$ cat config.mk
export PLATFORM = sky130hd
export DESIGN_NAME = ivr_router
export DESIGN_NICKNAME = d
export VERILOG_FILES = /design/src/rtl/ivr_pkg.sv /design/src/rtl/ivr_status.sv /design/src/rtl/ivr_vector_file.sv /design/src/rtl/ivr_line_drv.sv /design/src/rtl/ivr_router.sv
export SDC_FILE = /design/constraint.sdc
export NUM_CORES = 1
export LEC_CHECK = 0
export BUFFER_PORTS_ARGS = -buffer_cell sky130_fd_sc_hd__buf_2
export CORE_MARGIN = 2
export CORE_UTILIZATION = 57
export DETAILED_ROUTE_END_ITERATION = 8
export GPL_TIMING_DRIVEN = 1
export PLACE_DENSITY = 0.86
export REMOVE_ABC_BUFFERS = 1
export SLEW_MARGIN = 20
export SYNTH_ARGS = -nofsm -noshare
export SYNTH_HDL_FRONTEND = slang
export SYNTH_SLANG_ARGS = --single-unit
export TNS_END_PERCENT = 100
$ cat constraint.sdc
create_clock -name clk -period 3.4 [get_ports clk]
set_input_delay 0.17 -clock clk [delete_from_list [all_inputs] [get_ports clk]]
set_output_delay 0.17 -clock clk [all_outputs]
set_load 0.02 [all_outputs]
$ cat src/rtl/ivr_pkg.sv
package ivr_pkg;
    localparam int IDX_W      = 3;
    localparam int NUM_IN     = 7;
    localparam int NUM_VEC    = 6;
    localparam int NUM_SHARED = 2;
    localparam int SRC_W      = 3;
    localparam int NUM_LINES  = 1 << SRC_W;
    localparam int SERVER_W   = 16;
    localparam int PRIO_W     = 8;
    localparam int LINK_W     = 2;
    localparam int DN_SRV_W   = SERVER_W - LINK_W;
    localparam int DATA_W     = 64;
    localparam int SERVER_LO  = 40;
    localparam int PRIO_LO    = 32;
    localparam int SRC_LO     = 29;
    localparam int PEND_POS   = 24;
    localparam int SHARED_TOP = 47;
    localparam int AUX_TOP    = 36;

    typedef logic [IDX_W-1:0] idx_t;
    typedef logic [SRC_W-1:0] src_t;

    typedef struct packed {
        logic [SERVER_W-1:0] server;
        logic [PRIO_W-1:0]   prio;
        src_t                src;
        logic                pend;
    } vec_t;

    function automatic idx_t vec_of_input(idx_t i);
        if (int'(i) < NUM_SHARED) return '0;
        return idx_t'(int'(i) - NUM_SHARED + 1);
    endfunction

    function automatic logic prio_masked(logic [PRIO_W-1:0] p);
        return &p;
    endfunction

    function automatic logic src_ok(src_t s);
        return int'(s) < NUM_VEC;
    endfunction

    function automatic logic [DATA_W-1:0] pack_vec(vec_t v);
        logic [DATA_W-1:0] r;
        r = '0;
        r[SERVER_LO +: SERVER_W] = v.server;
        r[PRIO_LO +: PRIO_W]     = v.prio;
        r[SRC_LO +: SRC_W]       = v.src;
        r[PEND_POS]              = v.pend;
        return r;
    endfunction
endpackage

$ cat src/rtl/ivr_status.sv
module ivr_status
    import ivr_pkg::*;
(
    input  logic              clk,
    input  logic              rst,
    input  logic              ev_fire,
    input  idx_t              ev_idx,
    input  logic              ev_level,
    output logic [NUM_IN-1:0] stat,
    output logic              ev_state
);
    logic [NUM_IN-1:0] stat_q;
    logic [NUM_IN-1:0] stat_nxt;

    always_comb begin
        stat_nxt = stat_q;
        for (int k = 0; k < NUM_IN; k++) begin
            if (ev_fire && int'(ev_idx) == k) stat_nxt[k] = ev_level;
        end
        if (int'(ev_idx) < NUM_SHARED) ev_state = |stat_nxt[NUM_SHARED-1:0];
        else                           ev_state = ev_level;
    end

    always_ff @(posedge clk) begin
        if (rst) stat_q <= '0;
        else     stat_q <= stat_nxt;
    end

    assign stat = stat_q;

    p_status_follows_r2: assert property (@(posedge clk) disable iff (rst)
        ev_fire |=> stat_q[$past(ev_idx)] == $past(ev_level));
endmodule

$ cat src/rtl/ivr_vector_file.sv
module ivr_vector_file
    import ivr_pkg::*;
(
    input  logic                clk,
    input  logic                rst,
    input  logic                wr_en,
    input  idx_t                wr_vec,
    input  logic [DATA_W-1:0]   wr_data,
    input  logic                ev_fire,
    input  idx_t                ev_vec,
    input  logic                ev_state,
    output vec_t [NUM_VEC-1:0]  vecs,
    output src_t                ev_src
);
    vec_t [NUM_VEC-1:0] vec_q;
    vec_t [NUM_VEC-1:0] vec_eff;

    wire unused_wr_bits = ^{wr_data[DATA_W-1:SERVER_LO+SERVER_W], wr_data[SRC_LO-1:0]};

    for (genvar v = 0; v < NUM_VEC; v++) begin : g_vec
        always_comb begin
            vec_eff[v] = vec_q[v];
            if (wr_en && int'(wr_vec) == v) begin
                vec_eff[v].server = wr_data[SERVER_LO +: SERVER_W];
                vec_eff[v].prio   = wr_data[PRIO_LO +: PRIO_W];
                vec_eff[v].src    = wr_data[SRC_LO +: SRC_W];
                if (prio_masked(vec_eff[v].prio)) vec_eff[v].pend = 1'b0;
            end
            if (ev_fire && int'(ev_vec) == v)
                vec_eff[v].pend = ev_state && !prio_masked(vec_eff[v].prio);
        end

        always_ff @(posedge clk) begin
            if (rst) begin
                vec_q[v].server <= '0;
                vec_q[v].prio   <= '1;
                vec_q[v].src    <= src_t'(v);
                vec_q[v].pend   <= 1'b0;
            end else begin
                vec_q[v] <= vec_eff[v];
            end
        end

        p_mask_no_pending_r6: assert property (@(posedge clk) disable iff (rst)
            prio_masked(vec_q[v].prio) |-> !vec_q[v].pend);
    end

    always_comb begin
        ev_src = '0;
        for (int v = 0; v < NUM_VEC; v++) begin
            if (int'(ev_vec) == v) ev_src = vec_eff[v].src;
        end
    end

    assign vecs = vec_q;
endmodule

$ cat src/rtl/ivr_line_drv.sv
module ivr_line_drv
    import ivr_pkg::*;
(
    input  logic                 clk,
    input  logic                 rst,
    input  logic                 ev_fire,
    input  src_t                 ev_src,
    input  logic                 ev_state,
    output logic [NUM_LINES-1:0] lines
);
    logic [NUM_LINES-1:0] lines_q;

    always_ff @(posedge clk) begin
        if (rst)          lines_q <= '0;
        else if (ev_fire) lines_q[ev_src] <= ev_state;
    end

    assign lines = lines_q;

    p_line_update_r3: assert property (@(posedge clk) disable iff (rst)
        ev_fire |=> lines_q[$past(ev_src)] == $past(ev_state));
endmodule

$ cat src/rtl/ivr_router.sv
module ivr_router
    import ivr_pkg::*;
(
    input  logic         clk,
    input  logic         rst,
    input  logic         ev_valid,
    input  logic [2:0]   ev_idx,
    input  logic         ev_level,
    input  logic         wr_en,
    input  logic [2:0]   wr_vec,
    input  logic [63:0]  wr_data,
    input  logic [2:0]   rd_vec,
    output logic [63:0]  rd_data,
    output logic [63:0]  ctl_stat,
    output logic [63:0]  aux_stat,
    output logic [7:0]   lines_o,
    output logic         dn_valid,
    output logic [13:0]  dn_server,
    output logic [7:0]   dn_prio,
    output logic [2:0]   dn_src,
    output logic         err_o
);
    logic               ev_fire, wr_ok, ev_state;
    idx_t               ev_vec;
    src_t               ev_src, wr_src;
    logic [NUM_IN-1:0]  stat;
    vec_t [NUM_VEC-1:0] vecs;

    assign ev_fire = ev_valid && (int'(ev_idx) < NUM_IN);
    assign ev_vec  = vec_of_input(ev_idx);
    assign wr_ok   = wr_en && (int'(wr_vec) < NUM_VEC);
    assign wr_src  = wr_data[SRC_LO +: SRC_W];

    ivr_status u_status (
        .clk(clk), .rst(rst), .ev_fire(ev_fire), .ev_idx(ev_idx),
        .ev_level(ev_level), .stat(stat), .ev_state(ev_state)
    );

    ivr_vector_file u_vecs (
        .clk(clk), .rst(rst), .wr_en(wr_ok), .wr_vec(wr_vec), .wr_data(wr_data),
        .ev_fire(ev_fire), .ev_vec(ev_vec), .ev_state(ev_state),
        .vecs(vecs), .ev_src(ev_src)
    );

    ivr_line_drv u_lines (
        .clk(clk), .rst(rst), .ev_fire(ev_fire), .ev_src(ev_src),
        .ev_state(ev_state), .lines(lines_o)
    );

    always_comb begin
        rd_data = '1;
        for (int v = 0; v < NUM_VEC; v++) begin
            if (int'(rd_vec) == v) rd_data = pack_vec(vecs[v]);
        end
        ctl_stat = '0;
        aux_stat = '0;
        for (int k = 0; k < NUM_SHARED; k++) ctl_stat[SHARED_TOP-k] = stat[k];
        for (int k = 0; k < NUM_IN-NUM_SHARED; k++) aux_stat[AUX_TOP-k] = stat[NUM_SHARED+k];
    end

    always_ff @(posedge clk) begin
        if (rst) begin
            dn_valid  <= 1'b0;
            dn_server <= '0;
            dn_prio   <= '0;
            dn_src    <= '0;
            err_o     <= 1'b0;
        end else begin
            dn_valid <= wr_ok && src_ok(wr_src);
            err_o    <= (ev_valid && !ev_fire) || (wr_ok && !src_ok(wr_src));
            if (wr_ok && src_ok(wr_src)) begin
                dn_server <= wr_data[SERVER_LO+LINK_W +: DN_SRV_W];
                dn_prio   <= wr_data[PRIO_LO +: PRIO_W];
                dn_src    <= wr_src;
            end
        end
    end

    logic shared_other;
    assign shared_other = ev_idx[0] ? stat[0] : stat[1];

    p_shared_hold_r5: assert property (@(posedge clk) disable iff (rst)
        (ev_fire && int'(ev_idx) < NUM_SHARED && !ev_level && shared_other)
        |=> lines_o[$past(ev_src)]);
    p_bad_idx_err_r9: assert property (@(posedge clk) disable iff (rst)
        (ev_valid && !ev_fire) |=> err_o);
    p_dn_src_ok_r7: assert property (@(posedge clk) disable iff (rst)
        dn_valid |-> src_ok(dn_src));
    p_dn_server_r7: assert property (@(posedge clk) disable iff (rst)
        dn_valid |-> dn_server == $past(wr_data[SERVER_LO+LINK_W +: DN_SRV_W]));
    p_reject_no_fwd_r8: assert property (@(posedge clk) disable iff (rst)
        (wr_ok && !src_ok(wr_src)) |=> (err_o && !dn_valid));
endmodule

==> flow_metrics.tcl <==
set metrics [dict create \
    synth-edff-count 0 \
    root_buffer "clkbuf_16" \
    overflow 0 \
    power_frac_seq 0.415 \
    htreeDepth 1 \
    hold_violations 0 \
    start_util 0.577 \
    syn_area_um2 10700 \
    whs_ns 0.0104 \
    maxCapViolCount 0 \
    ys_top_cells_by_area "dfxtp_1 (39%), nand2_1 (12%), buf_4 (12%)" \
    tns_ns 0 \
    swShare 0.268 \
    cts_tree "yes" \
    numCtsBuffers 23 \
    cp.required_ns 3.23 \
    coreArea_um2 18600 \
    placedCellCount 1603 \
    r2r_cells 5 \
    design_area_um2 11900 \
    dr.pass1.iters 5 \
    synth_xor_area_frac 0 \
    critical_path_class "in -> out" \
    synth_top_family_by_area "simple AND/OR/NAND/NOR gates" \
    syn_inst 1329 \
    dpl.hpwl_mm 17.9 \
    async_reset_ff_frac 0 \
    yosysUniqueCellTypes 54 \
    routed_wl_mm 28.2 \
    setup_ws_ns 0.965 \
    drt_iter0_drc 913 \
    ir_worst_vdd_v 0.000384 \
    drc 0 \
    power_leakage_nw 5.17 \
    synth-simple-area-share 0.230 \
    crit_path_max_fanout 19 \
    vias 9399 \
    slew_violations 0 \
    dieWidth_um 141 \
    muxShareOfSynthArea 0.0877 \
    power_mw 6.20 \
    cp-start-kind "input port" \
    antenna_found_initial 0 \
    antenna_cells 0 \
    yosys-top-cells-count "nand2_1 (353), dfxtp_1 (210), buf_4 (165)" \
    grt_pass1_wl_mm 44.5 \
    synthAdderAreaFrac 0.00584 \
    synth_compound_area_frac 0.132 \
    power.switching_mw 1.66 \
    wire_per_inst_um 16.9 \
    nFillCells 1508 \
    dpl_cell_area_um2 10800 \
    finalNonFillerCells 1664 \
    ant_nets 0 \
    cp-end-kind "output port" \
    p_comb_frac 0.138 \
    gp_congestion 0.894 \
    clk_path_buf_depth 3 \
    grt_usage 0.271 \
    synthFlopType "dfxtp_1" \
    seq_area_frac_synth 0.392 \
    yosysMostFrequentCell "nand2_1" \
    run_status "finished clean" \
    syn-mean-instance-area_um2 8.06 \
    slew_headroom 0.239 \
    die-area_um2 19900 \
    fmax_mhz 411 \
    fp-row-count 50 \
    grt_max_degree 86 \
    worst_pin_slew_ns 1.14 \
    synthToLayoutAreaGrowth_pct 10.6 \
    arrival_ns 2.26 \
    pre_cts_slack_ns 0.631 \
    holdPathStages 3 \
    layout-drive-gt1-share 0.181 \
    clock_skew_ns 0.0116 \
    setup-violations-final 0 \
    clk_latency_ns 0.50 \
    die-height_um 141 \
    vias_per_cell 5.65 \
    nets 1497 \
    seq_area_um2 4200 \
    fin_util 0.638 \
    yosys.area.top_type "dfxtp_1" \
    path_clk_slew_ns 0.06 \
    hold_path.class "in -> reg" \
    powerDensity_nw_per_um2 524 \
    multi_input_area_um2 5360 \
    fin_crit_ns 2.43 \
    rsz0062_at_grt "no" \
    yosys_warnings 0 \
    io_buffers 146 \
    io_pins 305 \
    ys_ff_latch 210 \
    p_int_mw 4.54 \
    first_global_vias 8813 \
    post-route-period-util 0.716 \
    synth_top_area_frac 0.392 \
    clock-sinks 210 \
    pwr-share-clk 0.447 \
]
==> worst max-delay path, cell delays in order <==
cell and delay (ns):
buf_2 0.22, inv_1 0.37, nand3_1 0.52, buf_4 0.28
nor2_1 0.07, a221oi_1 0.37, buf_2 0.25
==> placed cells by master, fill, tap and decap left out, types with 4 or more instances in the layout <==
cell type        n
dfxtp_1        210
buf_4           24
ha_1             5
a21oi_1        153
o22ai_1         29
nor2_1          59
mux2i_1         50
nand2b_1        13
conb_1         121
dlygate4sd3_1   20
mux4_2           6
bufinv_16        5
nand4_1         16
nand3b_1        50
mux2_2          27
clkbuf_8         6
o21ai_0          9
o31ai_1          6
nor2b_1          7
inv_1            4
nand3_1         13
nand2_1        353
nor3_1           6
clkbuf_16       23
buf_2          145
a221oi_1        17
==> power groups by stage <==
stage | sequential (mW) | combinational [mW] | clock (mW)
finish | 2.58 | 0.855 | 2.77
global route | 2.58 | 0.918 | 2.90
CTS | 2.58 | 0.840 | 2.79
detailed placement | 2.63 | 0.817 | 0
global placement | 2.63 | 0.802 | 0
floorplan | 2.65 | 0.479 | 0
==> state kept, by name (all words and copies together), names as in the netlist <==
| register | count |
|---|---|
| u_vecs.vecs | 168 |
| u_lines.lines | 8 |
| u_status.stat | 7 |
| dn_prio | 8 |
| dn_src | 3 |
| dn_server | 14 |
| err_o | 1 |
| dn_valid | 1 |
==> worst paths after layout <==
path                                    to  slack, ns                         from
max                            rd_data[35]       0.97                    rd_vec[2]
min          u_status.stat[2]$_SDFFE_PP0P_       0.01                     ev_level
max reg2reg  u_lines.lines[2]$_SDFFE_PP0P_       1.60  u_status.stat[0]$_SDFF_PP0_
min reg2reg     dn_server[13]$_SDFFE_PP0P_       0.45   dn_server[13]$_SDFFE_PP0P_
==> routing by layer <==
metal	vias up	share of wire	GRT usage
met4	0	0.030	0.0932
met1	4410	0.40	0.351
met2	535	0.48	0.458
met5	-	0	0
met3	83	0.095	0.0479
li1	4371	-	-
==> layout make-up <==
type	instances	share of cell area
multi-input cells	985	0.452
flip-flops and latches	210	0.355
repair buffers	190	0.0950
clock buffers	31	0.0562
well taps	234	0.0247
clock inverters	10	0.0160
inverters	4	0.00127
==> cells by family (layout without fill, tap and decap cells) <==
group	Yosys count	in the layout
muxes	83	83
and+or+nand+nor	536	536
other	1	121
DFF	210	210
buffers and inverters	254	235
AOI/OAI and AO/OA	240	240
adders and majority gates	5	5
==> timing repair <==
item,in CTS,in global routing
endpoints found under the hold margin,114,0
setup buffers,0,0
hold buffers,20,0
resized for setup,0,0
(Power assumes the default switching activity.)
